$ cat config.mk
export PLATFORM = sky130hd
export DESIGN_NAME = prog_counter_unit
export DESIGN_NICKNAME = d
export VERILOG_FILES = /design/src/rtl/pc_unit_pkg.sv /design/src/rtl/pc_ctrl.sv /design/src/rtl/ret_stack.sv /design/src/rtl/pc_datapath.sv /design/src/rtl/prog_counter_unit.sv
export SDC_FILE = /design/constraint.sdc
export NUM_CORES = 1
export LEC_CHECK = 0
export BUFFER_PORTS_ARGS = -buffer_cell sky130_fd_sc_hd__buf_4
export CORE_MARGIN = 2
export CORE_UTILIZATION = 25
export CTS_CLUSTER_SIZE = 30
export DETAILED_ROUTE_END_ITERATION = 10
export SYNTH_ARGS = -nofsm -noshare
export SYNTH_HDL_FRONTEND = slang
export SYNTH_SLANG_ARGS = --single-unit
$ cat constraint.sdc
create_clock -name clk -period 2.4 [get_ports clk]
set_input_delay 0.24 -clock clk [delete_from_list [all_inputs] [get_ports clk]]
set_output_delay 0.24 -clock clk [all_outputs]
set_load 0.005 [all_outputs]
$ cat src/rtl/pc_unit_pkg.sv
package pc_unit_pkg;
  // Strobes from control to datapath; every bit is already gated by the cycle strobe.
  typedef struct packed {
    logic update;     // a cycle strobe is present
    logic loadVector; // interrupt vector
    logic loadPop;    // restore from stack
    logic loadPage;   // jump or call target
    logic loadLow;    // computed low-byte write
    logic push;
    logic pop;
    logic latchWr;
    logic branch;     // any load: flush the next instruction
  } pcStrobe_t;
endpackage

$ cat src/rtl/pc_ctrl.sv
module pc_ctrl
  import pc_unit_pkg::*;
(
  input  logic      cycleEn,
  input  logic      pclWrite,
  input  logic      jumpReq,
  input  logic      callReq,
  input  logic      retReq,
  input  logic      irqAck,
  input  logic      latchWrite,
  output pcStrobe_t strobe
);
  logic selIrq, selRet, selCall, selJump, selLow;

  // Fixed priority: interrupt, return, call, jump, low-byte write.
  always_comb begin
    selIrq  = cycleEn && irqAck;
    selRet  = cycleEn && retReq && !irqAck;
    selCall = cycleEn && callReq && !irqAck && !retReq;
    selJump = cycleEn && jumpReq && !irqAck && !retReq && !callReq;
    selLow  = cycleEn && pclWrite && !irqAck && !retReq && !callReq && !jumpReq;

    strobe.update     = cycleEn;
    strobe.loadVector = selIrq;
    strobe.loadPop    = selRet;
    strobe.loadPage   = selCall || selJump;
    strobe.loadLow    = selLow;
    strobe.push       = selIrq || selCall;
    strobe.pop        = selRet;
    strobe.latchWr    = cycleEn && latchWrite;
    strobe.branch     = selIrq || selRet || selCall || selJump || selLow;
  end
endmodule

$ cat src/rtl/ret_stack.sv
module ret_stack #(
  parameter int DATA_W = 13,
  parameter int DEPTH  = 8   // power of two: the pointer wraps by overflow
) (
  input  logic              clk,
  input  logic              rstN,
  input  logic              push,
  input  logic              pop,
  input  logic [DATA_W-1:0] pushData,
  output logic [DATA_W-1:0] popData
);
  localparam int SP_W = $clog2(DEPTH);

  logic [DATA_W-1:0] slots [DEPTH];
  logic [SP_W-1:0]   sp;
  logic [SP_W-1:0]   topIdx;

  assign topIdx  = sp - SP_W'(1);
  assign popData = slots[topIdx];

  always_ff @(posedge clk or negedge rstN) begin
    if (!rstN) begin
      sp <= '0;
    end else if (push) begin
      sp <= sp + SP_W'(1);
    end else if (pop) begin
      sp <= topIdx;
    end
  end

  generate
    for (genvar i = 0; i < DEPTH; i++) begin : g_slot
      always_ff @(posedge clk or negedge rstN) begin
        if (!rstN) begin
          slots[i] <= '0;
        end else if (push && (sp == SP_W'(i))) begin
          slots[i] <= pushData;
        end
      end
    end
  endgenerate
endmodule

$ cat src/rtl/pc_datapath.sv
module pc_datapath
  import pc_unit_pkg::*;
#(
  parameter int          PC_W    = 13,
  parameter int          LOW_W   = 8,
  parameter int          TGT_W   = 11,
  parameter logic [12:0] RST_VEC = 13'h0000,
  parameter logic [12:0] IRQ_VEC = 13'h0004
) (
  input  logic             clk,
  input  logic             rstN,
  input  pcStrobe_t        strobe,
  input  logic [TGT_W-1:0] opTarget,
  input  logic [LOW_W-1:0] aluResult,
  input  logic [PC_W-1:0]  popData,
  output logic [PC_W-1:0]  pcQ,
  output logic             flushQ
);
  localparam int HI_W   = PC_W - LOW_W;
  localparam int PAGE_W = PC_W - TGT_W;

  logic [HI_W-1:0] latchQ;
  logic [PC_W-1:0] nextPc;

  always_comb begin
    nextPc = pcQ + PC_W'(1);
    if (strobe.loadVector)    nextPc = IRQ_VEC[PC_W-1:0];
    else if (strobe.loadPop)  nextPc = popData;
    else if (strobe.loadPage) nextPc = {latchQ[HI_W-1 -: PAGE_W], opTarget};
    else if (strobe.loadLow)  nextPc = {latchQ, aluResult};
  end

  always_ff @(posedge clk or negedge rstN) begin
    if (!rstN) begin
      pcQ    <= RST_VEC[PC_W-1:0];
      flushQ <= 1'b0;
    end else if (strobe.update) begin
      pcQ    <= nextPc;
      flushQ <= strobe.branch;
    end
  end

  // Page latch: written only from the ALU result, never from the counter.
  always_ff @(posedge clk or negedge rstN) begin
    if (!rstN) begin
      latchQ <= '0;
    end else if (strobe.latchWr) begin
      latchQ <= aluResult[HI_W-1:0];
    end
  end
endmodule

$ cat src/rtl/prog_counter_unit.sv
module prog_counter_unit
  import pc_unit_pkg::*;
#(
  parameter int          PC_W      = 13,
  parameter int          LOW_W     = 8,
  parameter int          TGT_W     = 11,
  parameter int          MEM_AW    = 10,
  parameter int          STACK_DEP = 8,
  parameter logic [12:0] RST_VEC   = 13'h0000,
  parameter logic [12:0] IRQ_VEC   = 13'h0004
) (
  input  logic              clk,
  input  logic              rstN,
  input  logic              cycleEn,
  input  logic              pclWrite,
  input  logic              jumpReq,
  input  logic              callReq,
  input  logic              retReq,
  input  logic              irqAck,
  input  logic              latchWrite,
  input  logic [TGT_W-1:0]  opTarget,
  input  logic [LOW_W-1:0]  aluResult,
  output logic [PC_W-1:0]   fetchAddr,
  output logic [MEM_AW-1:0] memAddr,
  output logic              flush
);
  pcStrobe_t       strobe;
  logic [PC_W-1:0] pcQ;
  logic [PC_W-1:0] popData;
  logic            flushQ;

  pc_ctrl u_ctrl (
    .cycleEn   (cycleEn),
    .pclWrite  (pclWrite),
    .jumpReq   (jumpReq),
    .callReq   (callReq),
    .retReq    (retReq),
    .irqAck    (irqAck),
    .latchWrite(latchWrite),
    .strobe    (strobe)
  );

  pc_datapath #(
    .PC_W(PC_W), .LOW_W(LOW_W), .TGT_W(TGT_W),
    .RST_VEC(RST_VEC), .IRQ_VEC(IRQ_VEC)
  ) u_dp (
    .clk      (clk),
    .rstN     (rstN),
    .strobe   (strobe),
    .opTarget (opTarget),
    .aluResult(aluResult),
    .popData  (popData),
    .pcQ      (pcQ),
    .flushQ   (flushQ)
  );

  ret_stack #(.DATA_W(PC_W), .DEPTH(STACK_DEP)) u_stack (
    .clk     (clk),
    .rstN    (rstN),
    .push    (strobe.push),
    .pop     (strobe.pop),
    .pushData(pcQ),
    .popData (popData)
  );

  assign fetchAddr = pcQ;
  assign memAddr   = pcQ[MEM_AW-1:0];
  assign flush     = flushQ;
endmodule

==> key figures <==
Flow run
  – Max Cap Viol: 0

Synthesis
  – Flops & latches, synth: 126
  – Post-Syn Area: 6250 um2
  – Area leader, netlist: dfrtp_1
  – Count leader, synth: dfrtp_1
  – Syn Area/Cell: 13.0 um2
  – EDFF count, synth: 0
  – Seq/Total Area, Yosys: 50.5%
  – Ys async rst share: 100%
  – Top-area cell type share of the netlist area: 50.5%
  – Area contributors post-synth: dfrtp_1 50%, mux2_2 19%, mux4_2 9.4%
  – Mapped Nets: 515
  – Synth cell types: 46
  – Most instantiated cells after synthesis: 126 x dfrtp_1, 104 x mux2_2, 32 x nand2_1, 26 x mux4_2, 17 x clkbuf_1
  – Yosys warnings: 0
  – Post-Syn Instances: 479
  – Ys flop type: dfrtp_1

Setup path
  – CP cell instances: inv_1, ha_1, buf_12, mux4_2, o22ai_1, nor2_1, a22o_1
  – Crit end category: flop
  – WP data arrival: 2.41 ns
  – Largest fanout on the critical path: 24
  – CP Class: reg -> reg
  – Critical-path top delay cell: ha_1
  – Startpoint Class: flop
  – R2R Setup Slk: 0.27 ns
  – CP peak stage delay: 0.44 ns
  – Critical Path RT: 2.69 ns

Final layout
  – # diodes: 0
  – Final Net Count: 573
  – P&R area growth vs syn: 23.7%
  – Fraction of layout cells with a size suffix above 1: 44.9%
  – Final Instance Area: 7720 um2
  – Final non-filler cell total: 874

Die
  – Core area: 24400 um2
  – Rows: 57
  – Die area: 26300 um2
  – # IOs: 52
  – Initial Utilization: 25.6%
  – Die H: 162 um
  – Die width: 162 um

Timing
  – Final Setup Violations: 0
  – Clk_skew: 0.00815 ns
  – RSZ-0062 raised after global routing: false
  – Slew @ Worst Pin: 0.641 ns
  – Post-route setup TNS: 0 ns
  – Final period util: 88.6%
  – Max_slew headroom: 57.3%
  – Min cycle time layout: 2.13 ns
  – Final max-slew violation count: 0
  – Hold Fails Final Rpt: 0
  – Maximum clock frequency: 470 MHz

Clock tree
  – Root Driver: clkbuf_16
  – CTS buffer count: 17
  – Clk_lat worst skew: 0.40 ns
  – Clock transition at the registers of the reported paths: 0.05 ns
  – CTS Buffer Depth: 2
  – Clk sink count: 126
  – CTS tree: yes
  – H-tree depth reported by CTS: 4
  – Post-CTS sizing: 0

Placed design
  – DP Area: 7110 um2
  – DPL Wire Length: 10400 um
  – Gpl congestion: 0.820
  – # port buffers: 51
  – Placed Cells incl. Taps: 841

Routing
  – Residual DRC: 0
  – Routed Wire Length: 14600 um
  – Initial DRT Pass Iterations: 4
  – Drt via density: 4.76
  – Via Count: 4159
  – DR iter-0 viols: 234
  – Post-DRT Antenna Nets: 0
  – Routed length per instance: 16.7 um

Power
  – Clock Power Share: 27.7%
  – Worst IR Drop VDD: 0.000525 V
  – Leakage: 3.44 nW
  – Switching share of power: 30.8%
  – Power per cell area: 1190 nW/um2
  – Gate power share: 35.5%
  – Internal power: 6.37 mW
  – Psw: 2.83 mW
  – Final Power: 9.20 mW
  – Flop pwr share: 36.7%

Global route
  – Antenna violations before repair: 0
  – Largest net degree at the start of global routing: 49
  – Vias in the first global route: 4308
  – Congestion Overflow GR: 0
  – GRT Total Usage: 11.8%
  – First-pass GRT wire length: 24200 um

Hold path
  – HP Class: in -> reg

Outcome
  – Status: complete, no violations
## layout make-up
cell class,instances,area [um2]
tap,324,405
clock buffer,23,498
multi-input combinational,301,2830
inverter,8,30.0
timing repair buffer,83,701
fill,2449,16700
sequential,126,3150
clock inverter,9,108
## state kept, by name, indices dropped and copies added (netlist names)
register	cells
u_stack.sp	3
u_stack.slots	104
u_dp.flushQ	1
u_dp.latchQ	5
u_dp.pcQ	13
## repair_timing
action | 4_1_cts | 5_1_grt
hold buffers | 1 | 0
setup buffers | 0 | 0
endpoints found under the setup margin | 0 | 0
endpoints found under the hold margin | 44 | 0
## final timing paths
path                                         from                end  depth (start not counted)
worst max-delay path                u_stack.sp[0]       u_dp.pcQ[10]                          7
worst min-delay path                 aluResult[0]     u_dp.latchQ[0]                          2
worst max register to register      u_stack.sp[0]       u_dp.pcQ[10]                          7
worst min register to register  u_stack.slots[64]  u_stack.slots[64]                          2
max in group asynchronous                    rstN      u_stack.sp[0]                          3
min in group asynchronous                    rstN  u_stack.slots[26]                          2
## cell usage in the layout (no fill, tap or decap), types with 6 or more instances in the layout
| cell type | instances |
|---|---|
| nand2_1 | 32 |
| buf_4 | 76 |
| buf_12 | 6 |
| mux4_2 | 26 |
| clkbuf_16 | 17 |
| nor3_1 | 7 |
| a21oi_1 | 11 |
| o21ai_0 | 16 |
| o221ai_1 | 8 |
| ha_1 | 8 |
| nand3_1 | 16 |
| dfrtp_1 | 125 |
| nor2_1 | 12 |
| o2bb2ai_1 | 8 |
| inv_1 | 7 |
| mux2_2 | 104 |
| o21a_1 | 8 |
## layer usage
metal | vias to the layer above | GRT usage, % | share of wire, %
met4 | 0 | 3.98 | 1.8
met2 | 113 | 18.2 | 45
li1 | 1905 | - | -
met1 | 2122 | 16.1 | 48
met3 | 19 | 3.12 | 5.3
met5 | - | 0 | 0
## through the flow
stage	utilization (%)	hold WS, ns	worst slack (ns)
CTS	31.7	0.0706	0.272
global placement	29.1	0.303	0.365
detailed placement	29.1	0.309	0.299
finish	31.7	0.0891	0.275
floorplan	-	-0.0556	-0.0159
global route	31.7	0.0789	0.146
## critical path: cells and delay by family, from the launching register on
family                     cells  cell delay [ns]
AOI/OAI and AO/OA              2             0.47
adders and majority gates      1             0.44
DFF                            1             0.39
buffers and inverters          2             0.33
muxes                          1             0.31
and+or+nand+nor                1             0.07
## kinds of logic after synthesis
logic type	count (synthesis)	synth area share, %
AOI/OAI and AO/OA	73	8.27
xor gates and xnor gates	7	0.982
adders and majority gates	8	1.60
buffers and inverters	52	4.25
DFF	126	50.5
muxes	130	28.1
and+or+nand+nor	83	6.29
## power by group through the flow
stage | Clock, mW | Combinational [mW] | Sequential [mW]
2_1_floorplan | 0 | 2.38 | 3.22
3_3_place_gp | 0 | 3.24 | 3.40
5_1_grt | 2.70 | 3.57 | 3.49
3_5_place_dp | 0 | 3.30 | 3.41
4_1_cts | 2.61 | 3.32 | 3.38
6_report | 2.55 | 3.27 | 3.38
Power figures use the tool's default switching activity.
